===== config.mk =====
export PLATFORM = sky130hd
export DESIGN_NAME = scl_timing_gen
export DESIGN_NICKNAME = d
export VERILOG_FILES = /design/src/rtl/scl_gen_pkg.sv /design/src/rtl/scl_count_clamp.sv /design/src/rtl/scl_phase_counter.sv /design/src/rtl/scl_phase_fsm.sv /design/src/rtl/scl_timing_gen.sv
export SDC_FILE = /design/constraint.sdc
export NUM_CORES = 1
export LEC_CHECK = 0
export CAP_MARGIN = 20
export CORE_ASPECT_RATIO = 0.8
export CORE_MARGIN = 5
export CORE_UTILIZATION = 56
export DETAILED_ROUTE_END_ITERATION = 12
export PLACE_DENSITY = 0.95
export SETUP_SLACK_MARGIN = 0.2
export SLEW_MARGIN = 20
export SYNTH_ARGS = -nofsm -noshare
export SYNTH_HDL_FRONTEND = slang
export SYNTH_SLANG_ARGS = --single-unit

===== constraint.sdc =====
create_clock -name clk -period 6.5 [get_ports clk]
set_input_delay 1.95 -clock clk [delete_from_list [all_inputs] [get_ports clk]]
set_output_delay 1.95 -clock clk [all_outputs]
set_load 0.05 [all_outputs]

===== src/rtl/scl_gen_pkg.sv =====
package scl_gen_pkg;

    // Smallest counts the generator accepts; smaller programmed values are raised.
    localparam int MIN_HIGH_COUNT = 2;
    localparam int MIN_LOW_COUNT  = 4;

    typedef enum logic [1:0] {
        PH_IDLE = 2'd0,
        PH_LOW  = 2'd1,
        PH_HIGH = 2'd2
    } scl_phase_e;

endpackage


===== src/rtl/scl_count_clamp.sv =====
module scl_count_clamp #(
    parameter int CNT_W = 8,
    parameter int FLOOR = 2
) (
    input  logic [CNT_W-1:0] raw,
    output logic [CNT_W-1:0] lim
);
    localparam logic [CNT_W-1:0] FLOOR_V = CNT_W'(FLOOR);

    always_comb begin
        lim = (raw < FLOOR_V) ? FLOOR_V : raw;
    end
endmodule


===== src/rtl/scl_phase_counter.sv =====
module scl_phase_counter #(
    parameter int CNT_W = 8
) (
    input  logic             clk,
    input  logic             rst,
    input  logic             clr,
    input  logic             inc,
    output logic [CNT_W-1:0] cnt
);
    always_ff @(posedge clk) begin
        if (rst || clr) begin
            cnt <= '0;
        end else if (inc) begin
            cnt <= cnt + 1'b1;
        end
    end
endmodule


===== src/rtl/scl_phase_fsm.sv =====
module scl_phase_fsm
    import scl_gen_pkg::*;
#(
    parameter int CNT_W = 8
) (
    input  logic             clk,
    input  logic             rst,
    input  logic             en,
    input  logic             scl_in,
    input  logic [CNT_W-1:0] cnt,
    input  logic [CNT_W-1:0] lo_lim,
    input  logic [CNT_W-1:0] hi_lim,
    output scl_phase_e       phase,
    output logic             cnt_clr,
    output logic             cnt_inc
);
    scl_phase_e phase_d;

    always_comb begin
        phase_d = phase;
        cnt_clr = 1'b0;
        cnt_inc = 1'b0;
        if (!en) begin
            phase_d = PH_IDLE;
            cnt_clr = 1'b1;
        end else begin
            unique case (phase)
                PH_IDLE: begin
                    phase_d = PH_LOW;
                    cnt_clr = 1'b1;
                end
                PH_LOW: begin
                    if (cnt == lo_lim) begin
                        phase_d = PH_HIGH;
                        cnt_clr = 1'b1;
                    end else begin
                        cnt_inc = 1'b1;
                    end
                end
                PH_HIGH: begin
                    if (!scl_in) begin
                        // Zero count: still waiting for the wire to rise.
                        // Non-zero: someone pulled SCL early, so resynchronize.
                        if (cnt != '0) begin
                            phase_d = PH_LOW;
                            cnt_clr = 1'b1;
                        end
                    end else if (cnt == hi_lim) begin
                        phase_d = PH_LOW;
                        cnt_clr = 1'b1;
                    end else begin
                        cnt_inc = 1'b1;
                    end
                end
                default: begin
                    phase_d = PH_IDLE;
                    cnt_clr = 1'b1;
                end
            endcase
        end
    end

    always_ff @(posedge clk) begin
        if (rst) begin
            phase <= PH_IDLE;
        end else begin
            phase <= phase_d;
        end
    end
endmodule


===== src/rtl/scl_timing_gen.sv =====
module scl_timing_gen
    import scl_gen_pkg::*;
#(
    parameter int CNT_W = 8
) (
    input  logic             clk,
    input  logic             rst,
    input  logic             en,
    input  logic [CNT_W-1:0] lo_cnt,
    input  logic [CNT_W-1:0] hi_cnt,
    input  logic             scl_in,
    output logic             scl_drive_low,
    output logic             sda_change_stb,
    output logic             sda_sample_stb
);
    logic [CNT_W-1:0] lo_lim;
    logic [CNT_W-1:0] hi_lim;
    logic [CNT_W-1:0] cnt_q;
    logic             cnt_clr;
    logic             cnt_inc;
    scl_phase_e       phase_q;

    scl_count_clamp #(.CNT_W(CNT_W), .FLOOR(MIN_LOW_COUNT)) u_lo_clamp (
        .raw (lo_cnt),
        .lim (lo_lim)
    );

    scl_count_clamp #(.CNT_W(CNT_W), .FLOOR(MIN_HIGH_COUNT)) u_hi_clamp (
        .raw (hi_cnt),
        .lim (hi_lim)
    );

    scl_phase_counter #(.CNT_W(CNT_W)) u_counter (
        .clk (clk),
        .rst (rst),
        .clr (cnt_clr),
        .inc (cnt_inc),
        .cnt (cnt_q)
    );

    scl_phase_fsm #(.CNT_W(CNT_W)) u_fsm (
        .clk     (clk),
        .rst     (rst),
        .en      (en),
        .scl_in  (scl_in),
        .cnt     (cnt_q),
        .lo_lim  (lo_lim),
        .hi_lim  (hi_lim),
        .phase   (phase_q),
        .cnt_clr (cnt_clr),
        .cnt_inc (cnt_inc)
    );

    always_comb begin
        scl_drive_low  = (phase_q == PH_LOW);
        sda_change_stb = (phase_q == PH_LOW) && (cnt_q == (lo_lim >> 1));
        sda_sample_stb = (phase_q == PH_HIGH) && (cnt_q == '0) && scl_in;
    end
endmodule


======== Word-level counts from Yosys, hierarchy flattened ========
Index checks and enable logic that the tools add are counted.
cells by class
  add/subtract/negate cells ............... 1
  $lt $le $gt $ge ......................... 2
  equal/unequal tests ..................... 8
  multiplexer cells ....................... 18
  bitwise operators ....................... 1
  reductions and logical operators ........ 9
operator list
  operator                                                               number
  8-bit equality test                                                    2
  8-bit two-way mux                                                      2
  1-bit two-way mux                                                      9
  8-bit by 1-bit adder with 8-bit output, second input constant          1
  8-bit by 7-bit equality test with 1-bit output                         1
  8-bit zero test                                                        1
  8-bit by 2-bit < comparator with 1-bit output, second input constant   1
  8-bit by 3-bit < comparator with 1-bit output, second input constant   1
  2-bit two-way mux                                                      4
  8-bit nonzero test                                                     1
  3-bit by 2-bit != test with 1-bit output, second input constant        2
  2-bit one-hot mux with 3 select lines                                  1
  1-bit one-hot mux with 2 select lines                                  2
  1-bit logical AND                                                      3
  3-bit AND reduction                                                    1
  2-bit by 1-bit equality test with 1-bit output, second input constant  1
  2-bit equality test, second input constant                             1
  2-bit zero test                                                        1
  2-bit by 1-bit != test with 1-bit output, second input constant        1
  2-bit OR reduction                                                     1
  1-bit logical OR                                                       1
  1-bit inverter                                                         1
word-level totals
  register bits after elaboration ......... 10
  input port bits ......................... 20
  output and inout bits ................... 3
  logic and storage cells ................. 41

======== Depth between registers and ports, before layout ========
Gate-level depths: netlist of the first run.
  word-level depth ........................ 8
  depth in mapped cells ................... 10
  mapped depth without buffers ............ 8

======== Hierarchy ========
Synthesis of the first run repeated with hierarchy kept, for this count alone.
unflattened totals
  cell total of the unflattened synthesis .. 126
  area total of the unflattened synthesis .. 1011.0 µm²
modules (own cells, without submodules)
  module                        times used  cells each  area each (µm²)  sequential area each (µm²)
  scl_phase_fsm                 1           52          416.6            40.0
  scl_phase_counter             1           38          345.3            160.2
  scl_timing_gen                1           15          132.6            0.0
  scl_count_clamp (u_hi_clamp)  1           11          58.8             0.0
  scl_count_clamp (u_lo_clamp)  1           10          57.6             0.0

======== Least setup slack after synthesis of the first run ========
No wires, ideal clock.
  path type ............................... input to output
  start point ............................. in lo_cnt[5]
  end point ............................... out sda_change_stb
  arrival time ............................ 3.238 ns
  data required time ...................... 4.550 ns
  setup slack ............................. 1.312 ns
  stages .................................. 5
  path buffers ............................ 0
  path through ............................ nor4_1 -> nand2_1 -> o21ai_0 -> a32oi_1 -> nor2_1
between the ends
  word-level cells in the longest chain between the ends .. 4
RTL lines
  what                                                line                   text
  from (decl)                                         scl_timing_gen.sv:9    input logic [CNT_W-1:0] lo_cnt,
  8-bit by 3-bit < comparator with 1-bit output       scl_count_clamp.sv:11  lim = (raw < FLOOR_V) ? FLOOR_V : raw;
  8-bit two-way mux (*)                               scl_count_clamp.sv:11
  8-bit by 7-bit equality test with 1-bit output (*)  scl_timing_gen.sv:56   sda_change_stb = (phase_q == PH_LOW) && (cnt_q == (lo_lim >> 1));
  1-bit logical AND (*)                               scl_timing_gen.sv:56
  to (decl)                                           scl_timing_gen.sv:13   output logic sda_change_stb,
Every way passes the cells marked *; elsewhere a longest branch is shown, timed or not.

======== Final worst setup path of the first run ========
  start point ............................. in lo_cnt[4]
  end point ............................... out sda_change_stb
Same word-level chain as after synthesis.

==> summary.txt, run 1 <==
Run status
  • Status: complete, no violations

Power
  • Maximum vdd drop: 0.102 mV
  • Net Sw Power: 0.0000431 W
  • Clock power share: 34.3%
  • Combinational power share: 26.7%
  • Flop pwr share: 39.1%
  • Internal power: 0.000117 W
  • Power per cell area: 116 nW/um^2
  • Leak Pwr: 0.450 nW
  • Switch share: 26.8%

Final layout
  • Fin util: 71.5%
  • Final instance area: 1390 um^2
  • Multi-input logic area: 877 um^2
  • ANT cells: 0
  • Register area: 200 um^2
  • Layout cell share with drive strength beyond 1: 8.13%
  • Fillcell total: 151
  • Layout Nets: 187
  • Layout area overhead: 17.2%

Synth
  • Register area share after synthesis: 16.9%
  • Yosys top cell by area: dfxtp_1
  • Top cells by area, synth: dfxtp_1 17%, xnor2_1 9.6%, nand3_1 7.2%, ha_1 6.3%, mux2i_1 5.1%
  • Cells after Synth: 144
  • Syn_area_per_cell: 8.24 um^2
  • Mapped Area: 1190 um^2
  • Yosys top cell area share: 16.9%
  • Distinct cell type count after synthesis: 45
  • Async S/R FF share, synth: 0%
  • Synthesis Warnings: 0
  • Post-synthesis net count: 170
  • FF+latch count, synth: 10
  • Post-synth top cells: 17 x nand3_1, 13 x xnor2_1, 10 x dfxtp_1, 8 x a21oi_1
  • Post-synth EDFFs: 0
  • Prevailing post-synth register cell: dfxtp_1
  • Most common cell in the synthesized netlist: nand3_1

Die
  • Core footprint: 1940 um^2
  • IO Pins: 23
  • DIE AREA: 3140 um^2
  • Die height: 51.2 um
  • Initial Util: 61.0%
  • Die width: 61.5 um
  • Site Rows: 14

STA
  • RSZ-0062 raised after global routing: no
  • Hold Slack: 0.537 ns
  • Max Fclk: 163 MHz
  • Finish-stage setup viols: 0
  • Final Hold Vio Count: 0
  • Worst-Margin Slew: 0.504 ns
  • Total negative slack: 0 ns
  • Max-Slew Margin vs Limit: 66.3%
  • Max Transition Viols Final: 0
  • Final worst-path cycle share: 94.3%
  • Crit path time final: 6.13 ns
  • Max Clock Skew: 0.00118 ns

Routing
  • Drt initial violations: 81
  • DR vias/cell: 6.28
  • Routed Wire Length: 3.23 mm
  • Antenna-violating nets left: 0
  • Wire per inst: 17.5 um
  • Via Count: 1156
  • 1st-pass router iterations: 4
  • DR DRC count: 0

Placement
  • Dpl cell area: 1350 um^2
  • Gpl congestion: 0.843
  • # port buffers: 22
  • HPWL after detailed placement: 2.54 mm

Global routing
  • GR met3 Demand/Resource: 2.52%
  • First-pass GRT wire length: 5.09 mm
  • Initial antenna violation count: 0
  • Grt ovf: 0
  • Largest net degree at the start of global routing: 14
  • Top Usage Layer GRT: met2
  • M1 GR Usage: 27.1%
  • GRT met2 Usage: 36.4%
  • Vias in the first global route: 1153
  • Gr usage total: 21.6%

Setup path
  • Critical path's largest stage delay: 0.81 ns
  • Reg-to-Reg Start: u_counter.cnt[0]
  • Slowest CP cell: clkdlybuf4s50_1
  • Worst path depth: 7
  • Family with the most delay on the worst path: buffers and inverters
  • Worst setup EP type: output pin
  • Setup crit end: sda_change_stb
  • Cell mode on critical path: clkdlybuf4s50_1
  • Reg2reg path depth: 8
  • Worst Setup SP: lo_cnt[4]
  • Reg2Reg Setup Slack: 3.95 ns
  • WP buf/inv: 2
  • CP Max Fanout: 4
  • Critical-path cell list: clkdlybuf4s50_1 -> nor4_1 -> nand2_1 -> o21ai_0 -> a32oi_1 -> nor2_1 -> clkdlybuf4s50_1
  • Critical path class: in2out
  • Startpoint Class: primary input
  • Worst Path Arrival: 4.18 ns
  • Reg-to-reg endpoint: u_counter.cnt[6]
  • Worst Path Required: 4.55 ns

Clocking
  • Clock Path Buffers: 2
  • Hold buffers post-CTS: 0
  • Clock Sinks: 10
  • H-tree depth: 1
  • Cts bufs inserted: 3
  • Worst skew pair latency: 0.26 ns
  • Postcts setup bufs: 0
  • Reg clk slew, reported paths: 0.06 ns
  • CTS tree: yes
  • Root Buffer: clkbuf_4
  • Post_cts resized: 0

Job
  • Max-cap violation count: 0

Worst hold path
  • Hold WC Path Type: reg2reg
kinds of logic after synthesis:
| group | Yosys count | synth area share [%] |
|---|---|---|
| simple gates | 56 | 27.1 |
| compound gates | 28 | 18.6 |
| xor+xnor | 19 | 14.0 |
| buf+inv | 17 | 9.18 |
| flops | 10 | 16.9 |
| mux | 8 | 7.91 |
| fa+ha+maj | 6 | 6.33 |
layout make-up:
type / count / area share, %
tap: 24 / 2.16
multi-input combinational: 117 / 63.1
timing repair buffer: 22 / 15.8
clock buffer: 4 / 2.61
inverter: 7 / 1.89
sequential: 10 / 14.4
placed cells by master, fill, tap and decap left out, types with 2 or more instances in the layout:
| master | count |
|---|---|
| a21oi_1 | 8 |
| clkbuf_4 | 3 |
| clkdlybuf4s50_1 | 22 |
| dfxtp_1 | 10 |
| ha_1 | 6 |
| inv_1 | 6 |
| mux2i_1 | 6 |
| nand2_1 | 6 |
| nand2b_1 | 2 |
| nand3_1 | 17 |
| nand3b_1 | 6 |
| nand4_1 | 2 |
| nor2_1 | 6 |
| nor2b_1 | 2 |
| nor3_1 | 3 |
| nor4_1 | 3 |
| o211ai_1 | 4 |
| o21ai_0 | 5 |
| xnor2_1 | 13 |
| xor2_1 | 6 |
state kept, by name (all words and copies together), names as in the netlist:
signal and count:
u_counter.cnt 8, u_fsm.phase 2
worst min-delay path by stage:
stage,start,cells past startpoint,end
6_report,u_fsm.phase[0],2,u_fsm.phase[0]
5_1_grt,u_fsm.phase[0],2,u_fsm.phase[0]
4_1_cts,u_fsm.phase[0],2,u_fsm.phase[0]
3_5_place_dp,u_fsm.phase[0],2,u_fsm.phase[0]
3_3_place_gp,u_fsm.phase[0],2,u_fsm.phase[0]
2_1_floorplan,u_fsm.phase[0],2,u_fsm.phase[0]
power by group through the flow:
| stage | logic, W | registers, W | clock network, W |
|---|---|---|---|
| after detailed placement | 0.0000419 | 0.0000641 | 0 |
| final | 0.0000428 | 0.0000628 | 0.0000550 |
| after global placement | 0.0000397 | 0.0000640 | 0 |
| after floorplan | 0.0000220 | 0.0000639 | 0 |
| after CTS | 0.0000422 | 0.0000627 | 0.0000559 |
| after global routing | 0.0000455 | 0.0000629 | 0.0000590 |
per-layer routing:
layer | share of wire (%) | up-vias
li1 | - | 554
met1 | 43 | 531
met2 | 47 | 58
met3 | 7.3 | 13
met4 | 2.7 | 0
met5 | 0 | -
tightest hold or removal path: cells and delay by family (launching register included):
family | cells | cell delay [ns]
compound gates | 2 | 0.15
flops | 1 | 0.35
per-stage QoR:
step                instances   power, W  setup WS [ns]
floorplan                 144  0.0000859           1.31
global placement          180   0.000104          0.528
detailed placement        180   0.000106          0.416
CTS                       184   0.000161          0.403
global route              184   0.000167          0.285
finish                    184   0.000161          0.370
(Power assumes the default switching activity.)
==> run 2, diff against run 1 <==
--- a/config.mk
+++ b/config.mk
@@ -6,11 +6,12 @@
 export NUM_CORES = 1
 export LEC_CHECK = 0
 export CAP_MARGIN = 20
-export CORE_ASPECT_RATIO = 0.8
+export CORE_ASPECT_RATIO = 1.2
 export CORE_MARGIN = 5
 export CORE_UTILIZATION = 56
 export DETAILED_ROUTE_END_ITERATION = 12
-export PLACE_DENSITY = 0.95
+export GPL_TIMING_DRIVEN = 0
+export PLACE_DENSITY = 0.93
 export SETUP_SLACK_MARGIN = 0.2
 export SLEW_MARGIN = 20
 export SYNTH_ARGS = -nofsm -noshare
==> summary.txt, run 2 (same netlist as run 1, synthesis figures left out) <==
Setup path
  • Reg-to-reg endpoint: u_counter.cnt[4] (was u_counter.cnt[6])
  • Worst Setup SP: lo_cnt[2] (was lo_cnt[4])
  • Reg2Reg Setup Slack: 4.08 ns (was 3.95 ns)
  • CP Max Fanout: 5 (was 4)
  • Worst Path Required: 4.55 ns (about the same)
  • Worst path depth: 7 (unchanged)
  • WP buf/inv: 2 (unchanged)
  • Slowest CP cell: clkdlybuf4s50_1 (unchanged)
  • Reg2reg path depth: 10 (was 8)
  • Worst setup EP type: output pin (unchanged)
  • Worst Path Arrival: 4.09 ns (was 4.18 ns)
  • Reg-to-Reg Start: u_counter.cnt[0] (unchanged)
  • Setup crit end: sda_change_stb (unchanged)
  • Cell mode on critical path: clkdlybuf4s50_1 (unchanged)
  • Critical path's largest stage delay: 0.80 ns (was 0.81 ns)
  • Critical-path cell list: clkdlybuf4s50_1 -> nor4_1 -> nand2_1 -> o21ai_0 -> a32oi_1 -> nor2_1 -> clkdlybuf4s50_1 (unchanged)
  • Critical path class: in2out (unchanged)
  • Startpoint Class: primary input (unchanged)
  • Family with the most delay on the worst path: buffers and inverters (unchanged)

Routing
  • Routed Wire Length: 2.99 mm (was 3.23 mm)
  • Wire per inst: 15.0 um (was 17.5 um)
  • 1st-pass router iterations: 4 (unchanged)
  • DR vias/cell: 5.98 (was 6.28)
  • Antenna-violating nets left: 0 (unchanged)
  • Via Count: 1190 (was 1156)
  • Drt initial violations: 66 (was 81)
  • DR DRC count: 0 (unchanged)

Final layout
  • Fin util: 71.6% (was 71.5%)
  • Largest register FFs: 8 (unchanged)
  • Post-Layout Cell Count: 199 (was 184)
  • Commonest non-fill, non-tap cell in the layout: clkdlybuf4s50_1 (unchanged)
  • Largest Register: u_counter.cnt (unchanged)
  • ANT cells: 0 (unchanged)
  • Highest-count cells in the layout ignoring fill and taps: 22 x clkdlybuf4s50_1, 17 x nand3_1, 13 x xnor2_1 (unchanged)
  • Biggest regs: u_counter.cnt x8, u_fsm.phase x2 (unchanged)
  • Layout cell share with drive strength beyond 1: 12.4% (was 8.13%)
  • Layout area overhead: 23.6% (was 17.2%)
  • Layout Nets: 197 (was 187)

Clocking
  • Reg clk slew, reported paths: 0.06 ns (about the same)
  • Post_cts resized: 0 (unchanged)
  • Worst skew pair latency: 0.26 ns (about the same)
  • Cts bufs inserted: 3 (unchanged)
  • CTS tree: yes (unchanged)
  • Postcts setup bufs: 0 (unchanged)
  • H-tree depth: 1 (unchanged)
  • Hold buffers post-CTS: 0 (unchanged)
  • Clock Sinks: 10 (unchanged)
  • Clock Path Buffers: 2 (unchanged)
  • Root Buffer: clkbuf_4 (unchanged)

Global routing
  • Initial antenna violation count: 0 (unchanged)
  • Vias in the first global route: 1203 (was 1153)
  • Grt ovf: 0 (unchanged)
  • Largest net degree at the start of global routing: 11 (was 14)
  • Gr usage total: 19.9% (was 21.6%)
  • First-pass GRT wire length: 4.84 mm (was 5.09 mm)

Placement
  • Cell count after placement: 196 (was 180)
  • # port buffers: 22 (unchanged)
  • Dpl ws: 0.464 ns (was 0.416 ns)
  • Gpl congestion: 0.783 (was 0.843)
  • HPWL after detailed placement: 2.35 mm (was 2.54 mm)

Power
  • Flop pwr share: 42.9% (was 39.1%)
  • Combinational power share: 28.8% (was 26.7%)
  • Maximum vdd drop: 0.107 mV (was 0.102 mV)
  • Total power: 0.000146 W (was 0.000161 W)
  • Clock power share: 28.3% (was 34.3%)
  • Power per cell area: 99.6 nW/um^2 (was 116 nW/um^2)
  • Leak Pwr: 0.494 nW (was 0.450 nW)
  • Switch share: 28.0% (was 26.8%)
  • Internal power: 0.000105 W (was 0.000117 W)
  • Net Sw Power: 0.0000408 W (was 0.0000431 W)

STA
  • Max Clock Skew: 0.00325 ns (was 0.00118 ns)
  • Worst-Margin Slew: 0.555 ns (was 0.504 ns)
  • Finish-stage setup viols: 0 (unchanged)
  • Final worst-path cycle share: 92.9% (was 94.3%)
  • Max Fclk: 166 MHz (was 163 MHz)
  • Total negative slack: 0 ns (unchanged)
  • Setup ws final: 0.460 ns (was 0.370 ns)
  • Max-Slew Margin vs Limit: 62.8% (was 66.3%)
  • RSZ-0062 raised after global routing: no (unchanged)
  • Crit path time final: 6.04 ns (was 6.13 ns)
  • Final Hold Vio Count: 0 (unchanged)
  • Max Transition Viols Final: 0 (unchanged)

Run status
  • Status: complete, no violations (unchanged)

Die
  • DIE AREA: 3140 um^2 (about the same)
  • Die width: 52.0 um (was 61.5 um)
  • Initial Util: 57.9% (was 61.0%)
  • Core footprint: 2050 um^2 (was 1940 um^2)
  • Site Rows: 18 (was 14)
  • Die height: 60.4 um (was 51.2 um)
  • IO Pins: 23 (unchanged)

Worst hold path
  • Hold WC Path Type: reg2reg (unchanged)

Job
  • Max-cap violation count: 0 (unchanged)
[run 2: cell types whose count changed in the layout (fill, tap and decap cells not counted)]
cell / before / now
buf_4: 0 / 1
clkbuf_8: 1 / 0
clkbuf_1: 0 / 1
buf_6: 0 / 5
buf_2: 0 / 3
[run 2: power groups by stage]
stage	sequential, W	combinational, W	clock (W)
2_1_floorplan	0.0000639	0.0000220	0
3_3_place_gp	0.0000639	0.0000401	0
3_5_place_dp	0.0000640	0.0000417	0
4_1_cts	0.0000626	0.0000420	0.0000425
5_1_grt	0.0000627	0.0000456	0.0000440
6_report	0.0000627	0.0000420	0.0000414
[run 2: worst register-to-register path: cells and delay by family (launching register included)]
kind / cells / cell delay (ns)
and+or+nand+nor: 3 / 0.78
buffers and inverters: 3 / 0.49
AOI/OAI and AO/OA: 2 / 0.43
DFF: 1 / 0.33
adders and majority gates: 1 / 0.18
muxes: 1 / 0.15
[run 2: routing by layer]
metal  wire length, um  track usage [%]  up-vias
met4                17             7.12        0
met5                 0                0        -
met2              1610             38.4       55
li1                  -                -      579
met1              1140             21.0      552
met3               216             3.93        4
[run 2: layout make-up]
cell class              instances  area (um^2)
multi-input cells             117          877
fillers                       139          583
repair buffers                 22          220
flip-flops and latches         10          200
plain buffers                  10         82.6
well taps                      30         37.5
inverters                       7         26.3
clock buffers                   3         22.5
[run 2: through the flow]
step	area, um^2	hold slack [ns]
finish	1470	0.527
floorplan	1190	0.482
CTS	1470	0.522
global placement	1440	0.501
detailed placement	1440	0.511
global route	1470	0.548
[run 2: worst min path at each step]
| stage | startpoint | end | slack [ns] | cells after the start |
|---|---|---|---|---|
| 3_5_place_dp | u_fsm.phase[1] | u_fsm.phase[1] | 0.51 | 2 |
| 4_1_cts | u_fsm.phase[1] | u_fsm.phase[1] | 0.52 | 2 |
| 5_1_grt | u_fsm.phase[1] | u_fsm.phase[1] | 0.55 | 2 |
| 2_1_floorplan | u_fsm.phase[0] | u_fsm.phase[0] | 0.48 | 2 |
| 3_3_place_gp | u_fsm.phase[0] | u_fsm.phase[0] | 0.50 | 2 |
| 6_report | u_fsm.phase[1] | u_fsm.phase[1] | 0.53 | 2 |
==> run 3, diff against run 2 <==
--- a/config.mk
+++ b/config.mk
@@ -8,10 +8,10 @@
 export CAP_MARGIN = 20
 export CORE_ASPECT_RATIO = 1.2
 export CORE_MARGIN = 5
-export CORE_UTILIZATION = 56
+export CORE_UTILIZATION = 52
 export DETAILED_ROUTE_END_ITERATION = 12
 export GPL_TIMING_DRIVEN = 0
-export PLACE_DENSITY = 0.93
+export PLACE_DENSITY = 0.88
 export SETUP_SLACK_MARGIN = 0.2
 export SLEW_MARGIN = 20
 export SYNTH_ARGS = -nofsm -noshare
==> constraint.sdc (replaced) <==
create_clock -name clk -period 5.6 [get_ports clk]
set_input_delay 1.68 -clock clk [delete_from_list [all_inputs] [get_ports clk]]
set_output_delay 1.68 -clock clk [all_outputs]
set_load 0.05 [all_outputs]
==> summary.txt, run 3 (same netlist as run 1, synthesis figures left out) <==
STA
  • Final worst-path cycle share: 92.5%
  • Total negative slack: 0 ns (unchanged)
  • Crit path time final: 5.18 ns
  • RSZ-0062 raised after global routing: no (unchanged)
  • Worst-Margin Slew: 0.559 ns (was 0.555 ns)
  • Max Transition Viols Final: 0 (unchanged)
  • Max Fclk: 193 MHz
  • Max-Slew Margin vs Limit: 62.5% (was 62.8%)
  • Max Clock Skew: 0.00252 ns (was 0.00325 ns)
  • Final Hold Vio Count: 0 (unchanged)
  • Finish-stage setup viols: 0 (unchanged)

Routing
  • DR DRC count: 0 (unchanged)
  • Antenna-violating nets left: 0 (unchanged)
  • Drt initial violations: 31 (was 66)
  • Routed Wire Length: 3.08 mm (was 2.99 mm)
  • DR vias/cell: 5.86 (was 5.98)
  • Wire per inst: 15.4 um (was 15.0 um)
  • 1st-pass router iterations: 4 (unchanged)
  • Via Count: 1172 (was 1190)

Final layout
  • Largest register FFs: 8 (unchanged)
  • Post-Layout Cell Count: 200 (was 199)
  • Commonest non-fill, non-tap cell in the layout: clkdlybuf4s50_1 (unchanged)
  • Layout cell share with drive strength beyond 1: 12.4% (unchanged)
  • Layout area overhead: 23.7% (was 23.6%)
  • Layout Nets: 197 (unchanged)
  • Biggest regs: u_counter.cnt x8, u_fsm.phase x2 (unchanged)
  • ANT cells: 0 (unchanged)
  • Highest-count cells in the layout ignoring fill and taps: 21 x clkdlybuf4s50_1, 17 x nand3_1, 13 x xnor2_1 (was 22 x clkdlybuf4s50_1, 17 x nand3_1, 13 x xnor2_1)
  • Final instance area: 1470 um^2 (about the same)
  • Fillcell total: 206 (was 139)
  • Largest Register: u_counter.cnt (unchanged)

Setup path
  • Worst Path Required: 3.92 ns (was 4.55 ns)
  • Critical-path cell list: clkdlybuf4s50_1 -> nor4_1 -> nand2_1 -> o21ai_0 -> a32oi_1 -> nor2_1 -> clkdlybuf4s15_1 (was clkdlybuf4s50_1 -> nor4_1 -> nand2_1 -> o21ai_0 -> a32oi_1 -> nor2_1 -> clkdlybuf4s50_1)
  • Startpoint Class: primary input (unchanged)
  • Worst path depth: 7 (unchanged)
  • CP Max Fanout: 4 (was 5)
  • Reg2reg path depth: 10 (unchanged)
  • Critical path's largest stage delay: 0.50 ns (was 0.80 ns)
  • Critical path class: in2out (unchanged)
  • Family with the most delay on the worst path: buffers and inverters (unchanged)
  • WP buf/inv: 2 (unchanged)
  • Slowest CP cell: clkdlybuf4s15_1 (was clkdlybuf4s50_1)
  • Worst Path Arrival: 3.50 ns (was 4.09 ns)
  • Worst setup EP type: output pin (unchanged)

Global routing
  • First-pass GRT wire length: 5.19 mm (was 4.84 mm)
  • Grt ovf: 0 (unchanged)
  • GRT met2 Usage: 35.3% (was 38.4%)
  • Vias in the first global route: 1230 (was 1203)
  • Top Usage Layer GRT: met2 (unchanged)
  • Gr usage total: 19.9% (about the same)
  • M1 GR Usage: 23.1% (was 21.0%)
  • GR met3 Demand/Resource: 1.67% (was 3.93%)
  • Largest net degree at the start of global routing: 11 (unchanged)
  • Initial antenna violation count: 0 (unchanged)

Clocking
  • Clock Path Buffers: 2 (unchanged)
  • Worst skew pair latency: 0.26 ns (about the same)
  • H-tree depth: 1 (unchanged)
  • Reg clk slew, reported paths: 0.07 ns (was 0.06 ns)
  • Postcts setup bufs: 0 (unchanged)
  • Cts bufs inserted: 3 (unchanged)
  • Hold buffers post-CTS: 0 (unchanged)
  • Root Buffer: clkbuf_4 (unchanged)
  • CTS tree: yes (unchanged)
  • Clock Sinks: 10 (unchanged)

Placement
  • HPWL after detailed placement: 2.46 mm (was 2.35 mm)
  • # port buffers: 22 (unchanged)
  • Gpl congestion: 0.836 (was 0.783)
  • Dpl cell area: 1450 um^2 (was 1440 um^2)
  • Cell count after placement: 197 (was 196)

Power
  • Leak Pwr: 0.495 nW (was 0.494 nW)
  • Power per cell area: 117 nW/um^2 (was 99.6 nW/um^2)
  • Net Sw Power: 0.0000493 W (was 0.0000408 W)
  • Flop pwr share: 42.4% (was 42.9%)
  • Combinational power share: 28.8% (about the same)
  • Maximum vdd drop: 0.134 mV (was 0.107 mV)
  • Switch share: 28.7% (was 28.0%)
  • Internal power: 0.000122 W (was 0.000105 W)
  • Total power: 0.000171 W (was 0.000146 W)
  • Clock power share: 28.8% (was 28.3%)

Die
  • Initial Util: 53.1% (was 57.9%)
  • DIE AREA: 3340 um^2 (was 3140 um^2)
  • Die height: 62.3 um (was 60.4 um)
  • Site Rows: 19 (was 18)
  • Die width: 53.6 um (was 52.0 um)
  • IO Pins: 23 (unchanged)
  • Core footprint: 2230 um^2 (was 2050 um^2)

Job
  • Max-cap violation count: 0 (unchanged)

Worst hold path
  • Worst Hold Path Cells: 2 (unchanged)
  • Hold WC Path Type: reg2reg (unchanged)

Run status
  • Status: complete, no violations (unchanged)
run 3: cell type report:
type                            count  area, um^2  area share [%]
Inverter                            7        26.3            1.79
Multi-Input combinational cell    117         877            59.8
Clock buffer                        3        22.5            1.53
Timing Repair Buffer               22         220            15.0
Sequential cell                    10         200            13.6
Buffer                             10        82.6            5.63
Tap cell                           31        38.8            2.64
run 3: power by group through the flow:
stage                     Combinational (W)  Sequential, W   Clock, W
final                             0.0000493      0.0000727  0.0000494
after global routing              0.0000531      0.0000728  0.0000537
after CTS                         0.0000492      0.0000727  0.0000510
after detailed placement          0.0000488      0.0000744          0
after global placement            0.0000467      0.0000742          0
after floorplan                   0.0000256      0.0000741          0
run 3: worst min-delay path: cells and delay by family (launching register included):
kind	cells	cell delay [ns]
compound gates	2	0.17
flops	1	0.34
run 3: through the flow:
| step | hold slack (ns) | setup slack (ns) | util, % |
|---|---|---|---|
| floorplan | 0.482 | 0.952 | - |
| global placement | 0.497 | 0.146 | 64.7 |
| detailed placement | 0.532 | 0.136 | 64.7 |
| CTS | 0.542 | 0.401 | 65.6 |
| global route | 0.557 | 0.210 | 65.7 |
| finish | 0.550 | 0.419 | 65.7 |
run 3: metal layers:
| layer | part of all wire, % | wire length (um) | vias up |
|---|---|---|---|
| met4 | 2.4 | 73 | 0 |
| met2 | 53 | 1630 | 29 |
| met3 | 2.6 | 81 | 11 |
| li1 | - | - | 574 |
| met1 | 42 | 1290 | 558 |
| met5 | 0 | 0 | - |
run 3: what timing repair did:
| action | CTS | global route |
|---|---|---|
| setup endpoints to repair | 1 | 1 |
| resized for setup | 1 | 1 |
| pin swaps | 0 | 0 |
| endpoints found under the hold margin | 0 | 0 |
| gates cloned | 0 | 0 |
run 3: path summary, 6_finish.rpt:
check / startpoint / endpoint / slack, ns
setup / recovery: lo_cnt[4] / sda_change_stb / 0.42
hold / removal: u_fsm.phase[0] / u_fsm.phase[0] / 0.55
hold reg to reg: u_fsm.phase[0] / u_fsm.phase[0] / 0.55
setup reg to reg: u_counter.cnt[0] / u_counter.cnt[2] / 3.17
